<file path="src/rtl/dbg_mailbox.sv">
module dbg_mailbox #(
  parameter int ADDR_W = 12,
  parameter int DATA_W = 32,
  parameter int OP_W   = 2,
  parameter logic [ADDR_W-1:0] BASE = 12'h800
) (
  input  logic              clk,
  input  logic              rst_n,
  input  logic [ADDR_W-1:0] bus_addr,
  input  logic              bus_wr,
  input  logic [DATA_W-1:0] bus_wdata,
  output logic [DATA_W-1:0] bus_rdata,
  output logic              req_valid,
  input  logic              req_ready,
  output logic [DATA_W-1:0] req_addr,
  output logic [DATA_W-1:0] req_data,
  output logic [OP_W-1:0]   req_op,
  input  logic              rsp_valid,
  output logic              rsp_ready,
  input  logic [DATA_W-1:0] rsp_data,
  input  logic [OP_W-1:0]   rsp_op
);
  localparam logic [ADDR_W-1:0] A_RA = BASE;
  localparam logic [ADDR_W-1:0] A_RD = BASE + ADDR_W'(4);
  localparam logic [ADDR_W-1:0] A_OP = BASE + ADDR_W'(8);
  localparam logic [ADDR_W-1:0] A_XD = BASE + ADDR_W'(12);
  localparam logic [ADDR_W-1:0] A_XO = BASE + ADDR_W'(16);
  localparam logic [ADDR_W-1:0] A_ST = BASE + ADDR_W'(20);

  logic              free_q, wait_q;
  logic [DATA_W-1:0] ra_q, rd_q, xd_q;
  logic [OP_W-1:0]   op_q, xo_q;

  wire hit_ra = bus_wr && bus_addr == A_RA;
  wire hit_rd = bus_wr && bus_addr == A_RD;
  wire hit_op = bus_wr && bus_addr == A_OP;
  wire hit_st = bus_wr && bus_addr == A_ST;
  wire launch = hit_op && free_q;
  wire ack    = hit_st && wait_q;
  wire take   = rsp_valid && rsp_ready;

  assign rsp_ready = !free_q && !wait_q;
  assign req_addr  = ra_q;
  assign req_data  = rd_q;
  assign req_op    = op_q;

  always_ff @(posedge clk) begin
    if (!rst_n) begin
      free_q    <= 1'b1;
      wait_q    <= 1'b0;
      req_valid <= 1'b0;
      ra_q      <= '0;
      rd_q      <= '0;
      op_q      <= '0;
      xd_q      <= '0;
      xo_q      <= '0;
    end else begin
      if (hit_ra && free_q) ra_q <= bus_wdata;
      if (hit_rd && free_q) rd_q <= bus_wdata;
      if (launch) begin
        op_q      <= bus_wdata[OP_W-1:0];
        free_q    <= 1'b0;
        req_valid <= 1'b1;
      end else if (req_valid && req_ready) begin
        req_valid <= 1'b0;
      end
      if (take) begin
        xd_q   <= rsp_data;
        xo_q   <= rsp_op;
        wait_q <= 1'b1;
      end
      if (ack) begin
        wait_q <= 1'b0;
        free_q <= 1'b1;
      end
    end
  end

  always_comb begin
    case (bus_addr)
      A_RA:    bus_rdata = ra_q;
      A_RD:    bus_rdata = rd_q;
      A_OP:    bus_rdata = DATA_W'(op_q);
      A_XD:    bus_rdata = xd_q;
      A_XO:    bus_rdata = DATA_W'(xo_q);
      A_ST:    bus_rdata = DATA_W'({wait_q, free_q});
      default: bus_rdata = '0;
    endcase
  end


  launch_chk: assert property (@(posedge clk) disable iff (!rst_n)
    hit_op && free_q |=> req_valid && !free_q);


  req_hold_chk: assert property (@(posedge clk) disable iff (!rst_n)
    req_valid && !req_ready |=> req_valid && $stable(req_addr) && $stable(req_data) && $stable(req_op));


  busy_op_chk: assert property (@(posedge clk) disable iff (!rst_n)
    bus_wr && !free_q |=> $stable(op_q) && $stable(ra_q) && $stable(rd_q));


  capture_chk: assert property (@(posedge clk) disable iff (!rst_n)
    rsp_valid && rsp_ready |=> wait_q && xd_q == $past(rsp_data) && xo_q == $past(rsp_op));


  flags_chk: assert property (@(posedge clk) disable iff (!rst_n)
    wait_q |-> !free_q && !rsp_ready);


  ack_chk: assert property (@(posedge clk) disable iff (!rst_n)
    hit_st && wait_q |=> !wait_q && free_q);
endmodule

</file>
<file path="config.mk">
export PLATFORM = sky130hd
export DESIGN_NAME = dbg_mailbox
export DESIGN_NICKNAME = d
export VERILOG_FILES = /design/src/rtl/dbg_mailbox.sv
export SDC_FILE = /design/constraint.sdc
export NUM_CORES = 1
export LEC_CHECK = 0
export BUFFER_PORTS_ARGS = -buffer_cell sky130_fd_sc_hd__clkbuf_2
export CAP_MARGIN = 20
export CORE_MARGIN = 8
export CORE_UTILIZATION = 44
export CTS_CLUSTER_DIAMETER = 120
export DETAILED_ROUTE_END_ITERATION = 6
export PLACE_DENSITY_LB_ADDON = 0.12
export SYNTH_ARGS = -nofsm -noshare
export SYNTH_HDL_FRONTEND = slang
export SYNTH_SLANG_ARGS = --single-unit
</file>
<file path="constraint.sdc">
create_clock -name clk -period 1.3 [get_ports clk]
set_clock_uncertainty 0.05 [all_clocks]
set_input_delay 0.13 -clock clk [delete_from_list [all_inputs] [get_ports clk]]
set_output_delay 0.13 -clock clk [all_outputs]
set_load 0.02 [all_outputs]
</file>
Word level (Yosys, flattened, before mapping)
Index checks and enable logic that the tools add are counted.
{"block": "op_classes", "n_eq_ne": 6, "mux": 3, "bitwise": 1, "n_reduce_logical": 15}
{"operator": "one-hot mux 32 bit (6 select lines)", "n": 1}
{"operator": "equality test 12 bit, second input constant", "n": 6}
{"operator": "logical AND 1 bit", "n": 11}
{"operator": "logical NOT 1 bit", "n": 2}
{"operator": "two-way mux 1 bit", "n": 2}
{"operator": "nonzero test 2 bit", "n": 1}
{"operator": "OR reduction 2 bit", "n": 1}
{"operator": "NOT 1 bit", "n": 1}
{"block": "word_totals", "regBits": 103, "input_bits": 83, "out_inout_bits": 100, "elab_cells": 33}

Logic depth before layout (Yosys ltp)
Gate-level depths: netlist of the first run.
{"block": "depth", "depth_word": 4, "depth_mapped": 6, "depth_no_buf": 4}

Least setup slack after synthesis of the first run
No wires, ideal clock.
{"block": "synth_path", "kind": "in2out", "startpoint": "in bus_addr[9]", "endpoint": "out bus_rdata[10]", "arrival_ns": 1.315, "required_time_ns": 1.120, "path_slack_ns": -0.195, "stages": 5, "n_path_buf": 1, "path_cell_list": "nor4b_4 > and2_1 > nand2_1 > clkbuf_1 > o2bb2ai_1"}
{"block": "synth_between", "elab_chain_len": 2, "word_cells_on_any_way": 7, "classes_between": "eq/ne (6); mux (1)"}
{"element": "start: declaration", "line": "9", "text": "input logic [ADDR_W-1:0] bus_addr,"}
{"element": "equality test 12 bit", "line": "80", "text": "case (bus_addr)"}
{"element": "one-hot mux 32 bit (6 select lines) (*)", "line": "80"}
{"element": "end: declaration", "line": "12", "text": "output logic [DATA_W-1:0] bus_rdata,"}
Every way passes the cells marked *; elsewhere a longest branch is shown, timed or not.

Worst setup path in the final report of the first run
{"block": "layout_path", "startpoint": "in bus_addr[8]", "endpoint": "out bus_rdata[30]"}
Same word-level chain as after synthesis.

==> qor.yml, run 1 <==
sta:
  fin_ws_ps: -397.7
  setup_viol: 128
  tightest_slew_ps: 449.4
  min_period_ps: 1698
  relSlewSlack_pct: 69.73
  slew_violations: 0
  fin_crit_sh_pct: 130.6
  rsz0062_at_grt: "true"
  max_clock_freq_mhz: 589.0
  report.final.hold_viol_count: 0
synth:
  synth.distinct_cells: 36
  syn_inst: 551
  synth_seq_area_share_pct: 44.97
  syn_area_sq_um: 4586
  yosysTopAreaCellShare_pct: 44.97
  synth_edf_count: 0
  synth_warnings: 0
  yosys_register_bits: 103
  syn_avg_cell_area_sq_um: 8.322
  async_reset_ff_share_pct: 0
  ys.flop_type: "dfxtp_1"
  syn_nets: 634
  synth_top_cell_by_area: "dfxtp_1"
  yosys-top-cells-area: "dfxtp_1 (45%), nand2_1 (11%), nand3_1 (7.1%)"
worst_setup_path:
  cp-end-kind: "output pin"
  cp.required_ps: 1120
  r2r_start: "free_q"
  worst-setup-path-type: "in -> out"
  start_kind: "input pin"
  crit_arrival_ps: 1520
  reg2reg_to: "xd_q[18]"
  reg2reg_depth: 6
  cp_max_fo: 7
  r2r_slack_ps: -150
grt:
  grt_max_degree: 72
  grt_overflow: 0
  grt_pass1_vias: 5557
  gr-usage-all-layers_pct: 26.18
  grt_first_pass_wirelength_um: 29620
  antenna_found_initial: 0
final_layout:
  most-common-layout-cells: "clkbuf_2 (147), dfxtp_1 (98), nand2_1 (93)"
  utilization_pct: 90.62
  postLayoutCellArea_sq_um: 9271
  drive_above_1_share_pct: 55.11
  area_delta_synth_final_pct: 102.2
  layout.nets: 921
  final_common_cell: "clkbuf_2"
  fin_cells: 978
  n_antenna_cell: 0
worst_hold_path:
  min_path_cells: 3
  worstHoldPathType: "in -> reg"
  hold_path_end: "req_data[1]"
  min-delay-start: "rst_n"
floorplanning:
  fp.dieH_um: 118.1
  die_w_um: 118.1
  initial_core_util_pct: 44.82
  core_area_sq_um: 10230
  ios: 183
  rows: 37
  dieArea_sq_um: 13940
outcome:
  violations: "negative setup slack"
  status: "complete, but fails checks"
placed_design:
  dp_hpwl_um: 11260
  dp_cells: 860
  placed_area_sq_um: 6471
  place.gp.congestion: 0.8512
  io_buffer_count: 182
cts:
  clock_latency_ps: 360
  numCtsBuffers: 9
  path_clk_slew_ps: 100
  cts_tree: "done"
  clk_path_buf_depth: 2
  cts.sinks: 103
  root_buffer: "clkbuf_8"
  cts_max_level: 3
power_and_ir_drop:
  vdd_drop_max_uv: 632.2
  p_per_area_nw_per_um2: 661.3
  p_leak_nw: 3.708
  power.total_mw: 6.131
drt:
  ant_nets: 0
  vias: 5714
  wirelength_um: 23910
  first_iter_violations: 374
  drc: 0
  firstDrtPassIters: 5
  post_drt_wl_per_cell_um: 24.45
  vias_per_cell: 5.843
run:
  cap_violations: 0
## timing repair
| action | in CTS | in global routing |
|---|---|---|
| gates cloned | 10 | 16 |
| endpoints found under the hold margin | 100 | 0 |
| gates resized for setup | 153 | 259 |
| buffers inserted | 7 | 5 |
| hold buffers | 67 | 0 |
| endpoints found under the setup margin | 92 | 131 |
| pin swaps | 26 | 83 |
## flip-flops by register name, summed over array words and instances, names as in the netlist
| signal | count |
|---|---|
| free_q | 1 |
| req_addr | 32 |
| req_data | 32 |
| req_op | 2 |
| req_valid | 1 |
| wait_q | 1 |
| xd_q | 32 |
| xo_q | 2 |
## report_power, final
group	internal, mW	leakage (nW)	switching (mW)
sequential	3.15	0.831	0.000327
clock	1.13	0.109	1.18
combinational	0.333	2.77	0.336
## Yosys cell counts (2+ instances only)
master	instances
nand2_1	140
nor2_1	4
mux2i_1	32
a21boi_0	35
and2_1	3
nor3_1	2
dfxtp_1	103
buf_2	11
buf_4	4
nand4_1	2
o2bb2ai_1	30
clkbuf_1	24
and3_1	2
a32oi_1	2
buf_6	3
o21ai_0	56
mux2_2	3
clkbuf_2	3
nand3_1	65
buf_1	3
o21ai_1	9
## layout make-up
cell class | instances | area, sq um
inverter | 1 | 3.754
timing repair buffer | 323 | 3129
tap | 136 | 170.2
clock inverter | 5 | 81.33
fill | 415 | 959.7
multi-input combinational | 400 | 3681
sequential | 103 | 2068
clock buffer | 10 | 137.6
## worst max-delay path by stage
| stage | start | to | slack, ps | cells after the start |
|---|---|---|---|---|
| 2_1_floorplan | bus_addr[10] | bus_rdata[10] | -110 | 5 |
| 3_3_place_gp | bus_addr[10] | bus_rdata[25] | -360 | 7 |
| 3_5_place_dp | bus_addr[10] | bus_rdata[21] | -410 | 7 |
| 4_1_cts | req_data[1] | bus_rdata[1] | -400 | 5 |
| 5_1_grt | bus_addr[1] | bus_rdata[1] | -470 | 7 |
| 6_report | bus_addr[8] | bus_rdata[30] | -400 | 7 |
## critical path: stages
cell	delay (ps)
clkbuf_2	110
nor4b_4	290
and2_4	200
and3_4	310
buf_12	190
o2bb2ai_4	140
buf_8	130
## metrics by stage
step / hold WS [ps] / setup WS (ps) / TNS [ps]
5_1_grt: 108.8 / -467.6 / -22970
6_report: 106.5 / -397.7 / -18060
4_1_cts: 102.6 / -401.4 / -11900
3_3_place_gp: 309.0 / -364.8 / -23070
2_1_floorplan: 210.3 / -107.9 / -3764
3_5_place_dp: 318.5 / -407.0 / -28910
## metal layers
metal  vias up  wire [um]  GRT usage [%]
li1       2520          -              -
met4         0       1261          11.45
met5         -          0              0
met3        98       2001          7.098
met1      2741       8553          28.73
met2       355      12100          46.25
## kinds of logic (layout without fill, tap and decap cells)
logic type	Yosys count	after routing	share of synthesized area (%)
AOI/OAI and AO/OA	136	136	19.62
buffers and inverters	49	339	5.211
muxes	35	35	7.722
DFF	103	103	44.97
and+or+nand+nor	228	229	22.48
No activity file was read; power rests on OpenSTA's default activity.
==> run 2, diff against run 1 <==
ABC_AREA = 1   (was unset)
CORE_UTILIZATION = 45   (was 44)
==> run 2 against run 1 <==
  * The run ends with negative hold slack, negative setup slack left
  * Final cell count grew 17%
  * Clock power grew 4%
  * Synthesized cell count grew 33%
  * Sequential share of layout area grew 2.1 points
  * Routed wire length shrank 11%
  * Via count grew 5.1%
  * Cell area shrank 8.7%
  * Non-clock buffer count shrank 21
  * Worst setup slack gained 160 ps
==> qor.yml, run 2 <==
synth:
  syn_inst: 734  # +33%
  synth_top_cell_by_area: "dfxtp_1"
  syn_avg_cell_area_sq_um: 6.771  # -19%
  yosys_register_bits: 103  # unchanged
  yosysTopAreaCellShare_pct: 41.49  # -3.5 points
  async_reset_ff_share_pct: 0  # unchanged
  yosys-top-cells-area: "dfxtp_1 (41%), nor2_1 (16%), nand2_1 (11%)"
  synth_seq_area_share_pct: 41.49  # -3.5 points
  yosysMostFrequentCell: "nor2_1"
  syn_area_sq_um: 4970  # +8.4%
  synth.distinct_cells: 19  # -47%
  syn_nets: 817  # +29%
  ys.flop_type: "dfxtp_1"
  synth_edf_count: 0  # unchanged
  synth_commonest_cells: "nor2_1 (213), nand2_1 (148), dfxtp_1 (103)"
  synth_warnings: 0  # unchanged
sta:
  fin_crit_sh_pct: 118.0  # -13 points
  relSlewSlack_pct: 80.88  # +11 points
  fin_ws_ps: -234.4  # +163.2 ps
  min_period_ps: 1534  # -163.2 ps
  slew_violations: 0  # unchanged
  tightest_slew_ps: 285.7  # -163.6 ps
  report.final.hold_viol_count: 1  # +1
  setup_viol: 52  # -59%
  rsz0062_at_grt: "true"
  hold_slack_ps: -4.677  # -111.1 ps
  max_clock_freq_mhz: 651.7  # +11%
floorplanning:
  fp.dieH_um: 121.1  # +2.5%
  die_w_um: 121.1  # +2.5%
  ios: 183  # unchanged
  dieArea_sq_um: 14660  # +5.2%
  rows: 38  # +2.7%
  initial_core_util_pct: 46.05  # +1.2 points
  core_area_sq_um: 10790  # +5.5%
drt:
  vias_per_cell: 5.230  # -10%
  ant_nets: 0  # unchanged
  drc: 0  # unchanged
  first_iter_violations: 628  # +68%
  firstDrtPassIters: 6  # +1
  vias: 6004  # +5.1%
  wirelength_um: 21260  # -11%
  post_drt_wl_per_cell_um: 18.52  # -24%
cts:
  root_buffer: "clkbuf_8"
  cts.sinks: 103  # unchanged
  cts_tree: "done"
  numCtsBuffers: 9  # unchanged
  path_clk_slew_ps: 90  # about the same
  cts_max_level: 3  # unchanged
  clock_latency_ps: 370  # about the same
  clk_path_buf_depth: 2  # unchanged
worst_setup_path:
  r2r_start: "free_q"
  crit_chain: "buf_6 > inv_2 > nor2_2 > nand2_2 > nor2_4 > buf_6 > clkbuf_16 > nand3_2 > nand2_1 > inv_1 > nand2_1 > clkbuf_8"
  cp.required_ps: 1120  # about the same
  slowest_stage: "nor2_4"
  start_kind: "input pin"
  max_stage_delay_ps: 180  # -130 ps
  critPathTopFamily: "simple AND/OR/NAND/NOR gates"
  worst-setup-path-type: "in -> out"
  crit_arrival_ps: 1350  # -170 ps
  cp-end-kind: "output pin"
  cp_max_fo: 5  # -2
  path_buf_inv: 6  # +3
  crit_start: "bus_addr[11]"
final_layout:
  drive_above_1_share_pct: 39.42  # -16 points
  layout.nets: 1086  # +18%
  utilization_pct: 78.45  # -12 points
  final_common_cell: "nor2_1"
  most-common-layout-cells: "nor2_1 (193), clkbuf_2 (143), nand2_1 (102)"
  postLayoutCellArea_sq_um: 8467  # -8.7%
  area_delta_synth_final_pct: 70.37
  fill_cells: 759  # +83%
  fin_cells: 1148  # +17%
outcome:
  violations: "negative hold slack, negative setup slack"
  status: "complete, but fails checks"
grt:
  grt_overflow: 0  # unchanged
  grt_first_pass_wirelength_um: 28510  # -3.8%
  gr-usage-all-layers_pct: 23.95  # -2.2 points
  antenna_found_initial: 1  # +1
  grt_pass1_vias: 5604  # +0.85%
  grt_max_degree: 57  # -21%
placed_design:
  dp_hpwl_um: 11910  # +5.8%
  dp_cells: 1041  # +21%
  placed_area_sq_um: 6213  # -4.0%
  place.gp.congestion: 0.7956  # -6.5%
  io_buffer_count: 182  # unchanged
power_and_ir_drop:
  vdd_drop_max_uv: 530.8  # -16%
  power.total_mw: 6.120  # -0.18%
  p_leak_nw: 4.036  # +8.8%
  p_per_area_nw_per_um2: 722.8  # +9.3%
worst_hold_path:
  worstHoldPathType: "in -> reg"
  min-delay-start: "rsp_data[21]"
run:
  cap_violations: 0  # unchanged
run 2: cell count changes in the layout (fill, tap and decap cells not counted), moves of 18 or more:
cell and delta:
a21boi_2 -18, buf_8 -29, clkbuf_8 +27, inv_1 +71
mux2i_1 -32, nand3_1 +33, nand3_2 -19, nor2_1 +191
o211ai_2 +26, o21ai_1 -27, o2bb2ai_4 -30
run 2: cell families (layout without fill, tap and decap cells):
logic type	after synthesis	in the layout	synth area share (%)
other	0	1	0
DFF	103	103	41.49
buffers and inverters	121	393	10.57
AOI/OAI and AO/OA	66	66	11.23
and+or+nand+nor	444	445	36.71
run 2: power by group:
group,leakage [nW],switching [mW],internal (mW)
Combinational,3.09,0.258,0.297
Clock,0.113,1.13,1.28
Sequential,0.829,0.000430,3.15
run 2: routing by layer:
metal  GRT usage (%)  wire length [um]  up-vias
met5               0                 0        -
met4           9.133               693        0
met3           6.049              1802       62
met2           40.35             10420      316
met1           28.67              8337     2793
li1                -                 -     2833
run 2: through the flow:
stage	setup TNS, ps	hold WS [ps]	worst slack [ps]
3_3_place_gp	-15190	318.3	-243.3
6_report	-6455	-4.677	-234.4
2_1_floorplan	-916.7	214.9	-30.56
3_5_place_dp	-17980	325.1	-296.8
5_1_grt	-10750	18.12	-286.3
4_1_cts	-5187	5.548	-195.9
run 2: what timing repair did:
action / 4_1_cts / 5_1_grt
resized for setup: 92 / 161
buffers inserted: 4 / 5
gates cloned: 1 / 16
hold buffers: 65 / 0
pin swaps: 4 / 32
endpoints found under the hold margin: 98 / 0
setup endpoints to repair: 68 / 131
run 2: cell type report:
class | count | area [sq um] | area share, %
antenna | 1 | 2.502 | 0.02956
multi-input combinational | 511 | 2905 | 34.31
inverter | 76 | 297.8 | 3.517
timing repair buffer | 302 | 2788 | 32.92
tap | 140 | 175.2 | 2.069
clock buffer | 10 | 127.6 | 1.507
clock inverter | 5 | 106.4 | 1.256
sequential | 103 | 2064 | 24.38
run 2: worst min-delay path, cell delays in order:
cell and delay [ps]:
clkbuf_2 100, o21ai_1 70, nor2_1 80
run 2: final timing paths:
kind	to	slack (ps)	depth (start not counted)
setup / recovery	bus_rdata[0]	-230	12
hold / removal	xd_q[21]	-5	3
setup reg to reg	req_addr[24]	-70	8
hold reg to reg	req_valid	440	2
==> run 3, diff against run 2 <==
CELL_PAD_IN_SITES_DETAIL_PLACEMENT = 1   (was unset)
CELL_PAD_IN_SITES_GLOBAL_PLACEMENT = 1   (was unset)
CORE_UTILIZATION = 31   (was 45)
==> run 3 against run 2 <==
  * The flow still finishes with violations (negative hold slack, negative setup slack)
  * Die area grew 39%
  * Register-to-register slack worse by 120 ps
  * Clock power increased by 17%
  * Total power is 5.0% higher
  * Utilization decreased by 23 points
  * Via count decreased by 2.0%
  * Cell area is 3.1% higher
  * Critical path type unchanged
==> qor.yml, run 3 (same netlist as run 2, synthesis figures left out) <==
cts:
  numCtsBuffers: 9  # unchanged
  clk_path_buf_depth: 2  # unchanged
  cts.sinks: 103  # unchanged
  path_clk_slew_ps: 70  # -20 ps
  cts_max_level: 3  # unchanged
  root_buffer: "clkbuf_16"
  clock_latency_ps: 350  # -20 ps
  cts_tree: "done"
drt:
  wirelength_met1_um: 10200  # +22%
  wl_met2_um: 12080  # +16%
  firstDrtPassIters: 4  # -2
  vias_per_cell: 4.860  # -7.1%
  top_layer_used: "met4"
  post_drt_wl_per_cell_um: 20.41  # +10%
  met3WireLength_um: 1687  # -6.4%
  ant_nets: 0  # unchanged
  first_iter_violations: 334  # -47%
  vias: 5881  # -2.0%
  wirelength_um: 24700  # +16%
  drc: 0  # unchanged
placed_design:
  io_buffer_count: 182  # unchanged
  place.gp.congestion: 0.8305  # +4.4%
  dp_hpwl_um: 13850  # +16%
  pre_cts_slack_ps: -319.1  # -22.28 ps
sta:
  fin_ws_ps: -230.9  # +3.550 ps
  min_period_ps: 1531  # -3.550 ps
  relSlewSlack_pct: 80.66  # -0.22 points
  max_clock_freq_mhz: 653.2  # +0.23%
  rsz0062_at_grt: "true"
  slew_violations: 0  # unchanged
  fin_crit_sh_pct: 117.8  # -0.27 points
  setup_viol: 98  # +88%
  tightest_slew_ps: 287.1  # +1.373 ps
  hold_slack_ps: -1.994  # +2.683 ps
  report.final.hold_viol_count: 1  # unchanged
outcome:
  status: "complete, but fails checks"
  violations: "negative hold slack, negative setup slack"
worst_hold_path:
  hold_path_end: "xd_q[11]"
  min_path_cells: 3  # unchanged
  min-delay-start: "rsp_data[11]"
  worstHoldPathType: "in -> reg"
final_layout:
  utilization_pct: 55.36  # -23 points
  drive_above_1_share_pct: 44.16  # +4.7 points
  fill_cells: 1934  # +150%
  most-common-layout-cells: "nor2_1 (175), clkbuf_2 (148), dfxtp_1 (102)"
  layout.nets: 1073  # -1.2%
  final_common_cell: "nor2_1"
  n_antenna_cell: 0  # -1
  area_delta_synth_final_pct: 75.65
floorplanning:
  ios: 183  # unchanged
  fp.dieH_um: 142.6  # +18%
  rows: 46  # +21%
  initial_core_util_pct: 31.51  # -15 points
  die_w_um: 142.6  # +18%
  core_area_sq_um: 15770  # +46%
  dieArea_sq_um: 20340  # +39%
power_and_ir_drop:
  p_per_area_nw_per_um2: 736.4  # +1.9%
  p_leak_nw: 4.081  # +1.1%
  vdd_drop_max_uv: 590.6  # +11%
worst_setup_path:
  start_kind: "input pin"
  worst-setup-path-type: "in -> out"
  cp_max_fo: 17  # +12
  r2r_start: "free_q"
  cp-end-kind: "output pin"
  crit_arrival_ps: 1350  # about the same
  reg2reg_to: "req_addr[22]"
  cp.required_ps: 1120  # about the same
  reg2reg_depth: 9  # +1
  r2r_slack_ps: -190  # -120 ps
run:
  cap_violations: 0  # unchanged
grt:
  grt_first_pass_wirelength_um: 36250  # +27%
  gr-usage-all-layers_pct: 23.31  # -0.64 points
  grt_pass1_vias: 6337  # +13%
  antenna_found_initial: 0  # -1
  grt_max_degree: 51  # -11%
  grt_overflow: 0  # unchanged
-- run 3: cell types whose count changed in the layout (fill, tap and decap cells not counted), moves of 6 or more --
cell,delta
o21ai_1,-16
nand3_1,+6
nor2_2,+8
nand2_1,-15
dlygate4sd3_1,-30
nand2_2,+12
clkbuf_8,-14
nor2_1,-18
o21ai_0,+16
buf_16,+14
nor2_4,+10
-- run 3: worst max-delay path by stage --
stage | startpoint | to | slack, ps | cells past startpoint
2_1_floorplan | bus_addr[7] | bus_rdata[10] | -30 | 7
3_3_place_gp | bus_addr[7] | bus_rdata[21] | -310 | 9
3_5_place_dp | bus_addr[11] | req_data[1] | -320 | 11
4_1_cts | bus_addr[7] | bus_rdata[2] | -250 | 9
5_1_grt | bus_addr[6] | req_data[1] | -280 | 13
6_report | bus_addr[6] | bus_rdata[15] | -230 | 9
-- run 3: layout make-up --
class	count	area (sq um)	area share (%)
repair buffers	290	2824	32.35
clock buffers	12	246.5	2.824
inverters	76	290.3	3.325
multi-input cells	510	2992	34.27
flip-flops and latches	103	2063	23.63
clock inverters	3	43.79	0.5016
well taps	216	270.3	3.096
-- run 3: layer usage --
layer / global-route usage (%) / up-vias
li1: - / 2801
met1: 28.24 / 2826
met4: 9.004 / 0
met3: 5.175 / 46
met5: 0 / -
met2: 39.40 / 208
-- run 3: worst max-delay path, cell delays in order --
cell and delay, ps:
buf_6 100, nor2_4 130, nand2_4 80, nor2_4 180, buf_12 130, nand2_8 70, buf_12 180, o211ai_2 160
clkbuf_8 170
-- run 3: through the flow --
stage	total power, mW	setup TNS (ps)	instances	area [sq um]	hold slack, ps
after floorplan	3.326	-916.7	734	4977	214.9
after global placement	3.549	-22410	1118	6324	320.1
after detailed placement	3.553	-25800	1118	6324	330.1
after CTS	6.436	-16650	1206	8328	0.7707
after global routing	6.651	-20900	1210	8730	19.15
final	6.428	-15360	1210	8730	-1.994
-- run 3: timing repair --
action / CTS / global route
cloned: 18 / 5
endpoints found under the hold margin: 53 / 1
pin swaps: 12 / 26
buffers inserted: 21 / 5
endpoints found under the setup margin: 81 / 134
hold buffers: 34 / 1
gates resized for setup: 185 / 108
-- run 3: power by group --
part	total [mW]	switching (mW)	internal (mW)
clock network	2.81	1.26	1.54
registers	3.15	0.000439	3.15
logic	0.470	0.244	0.226
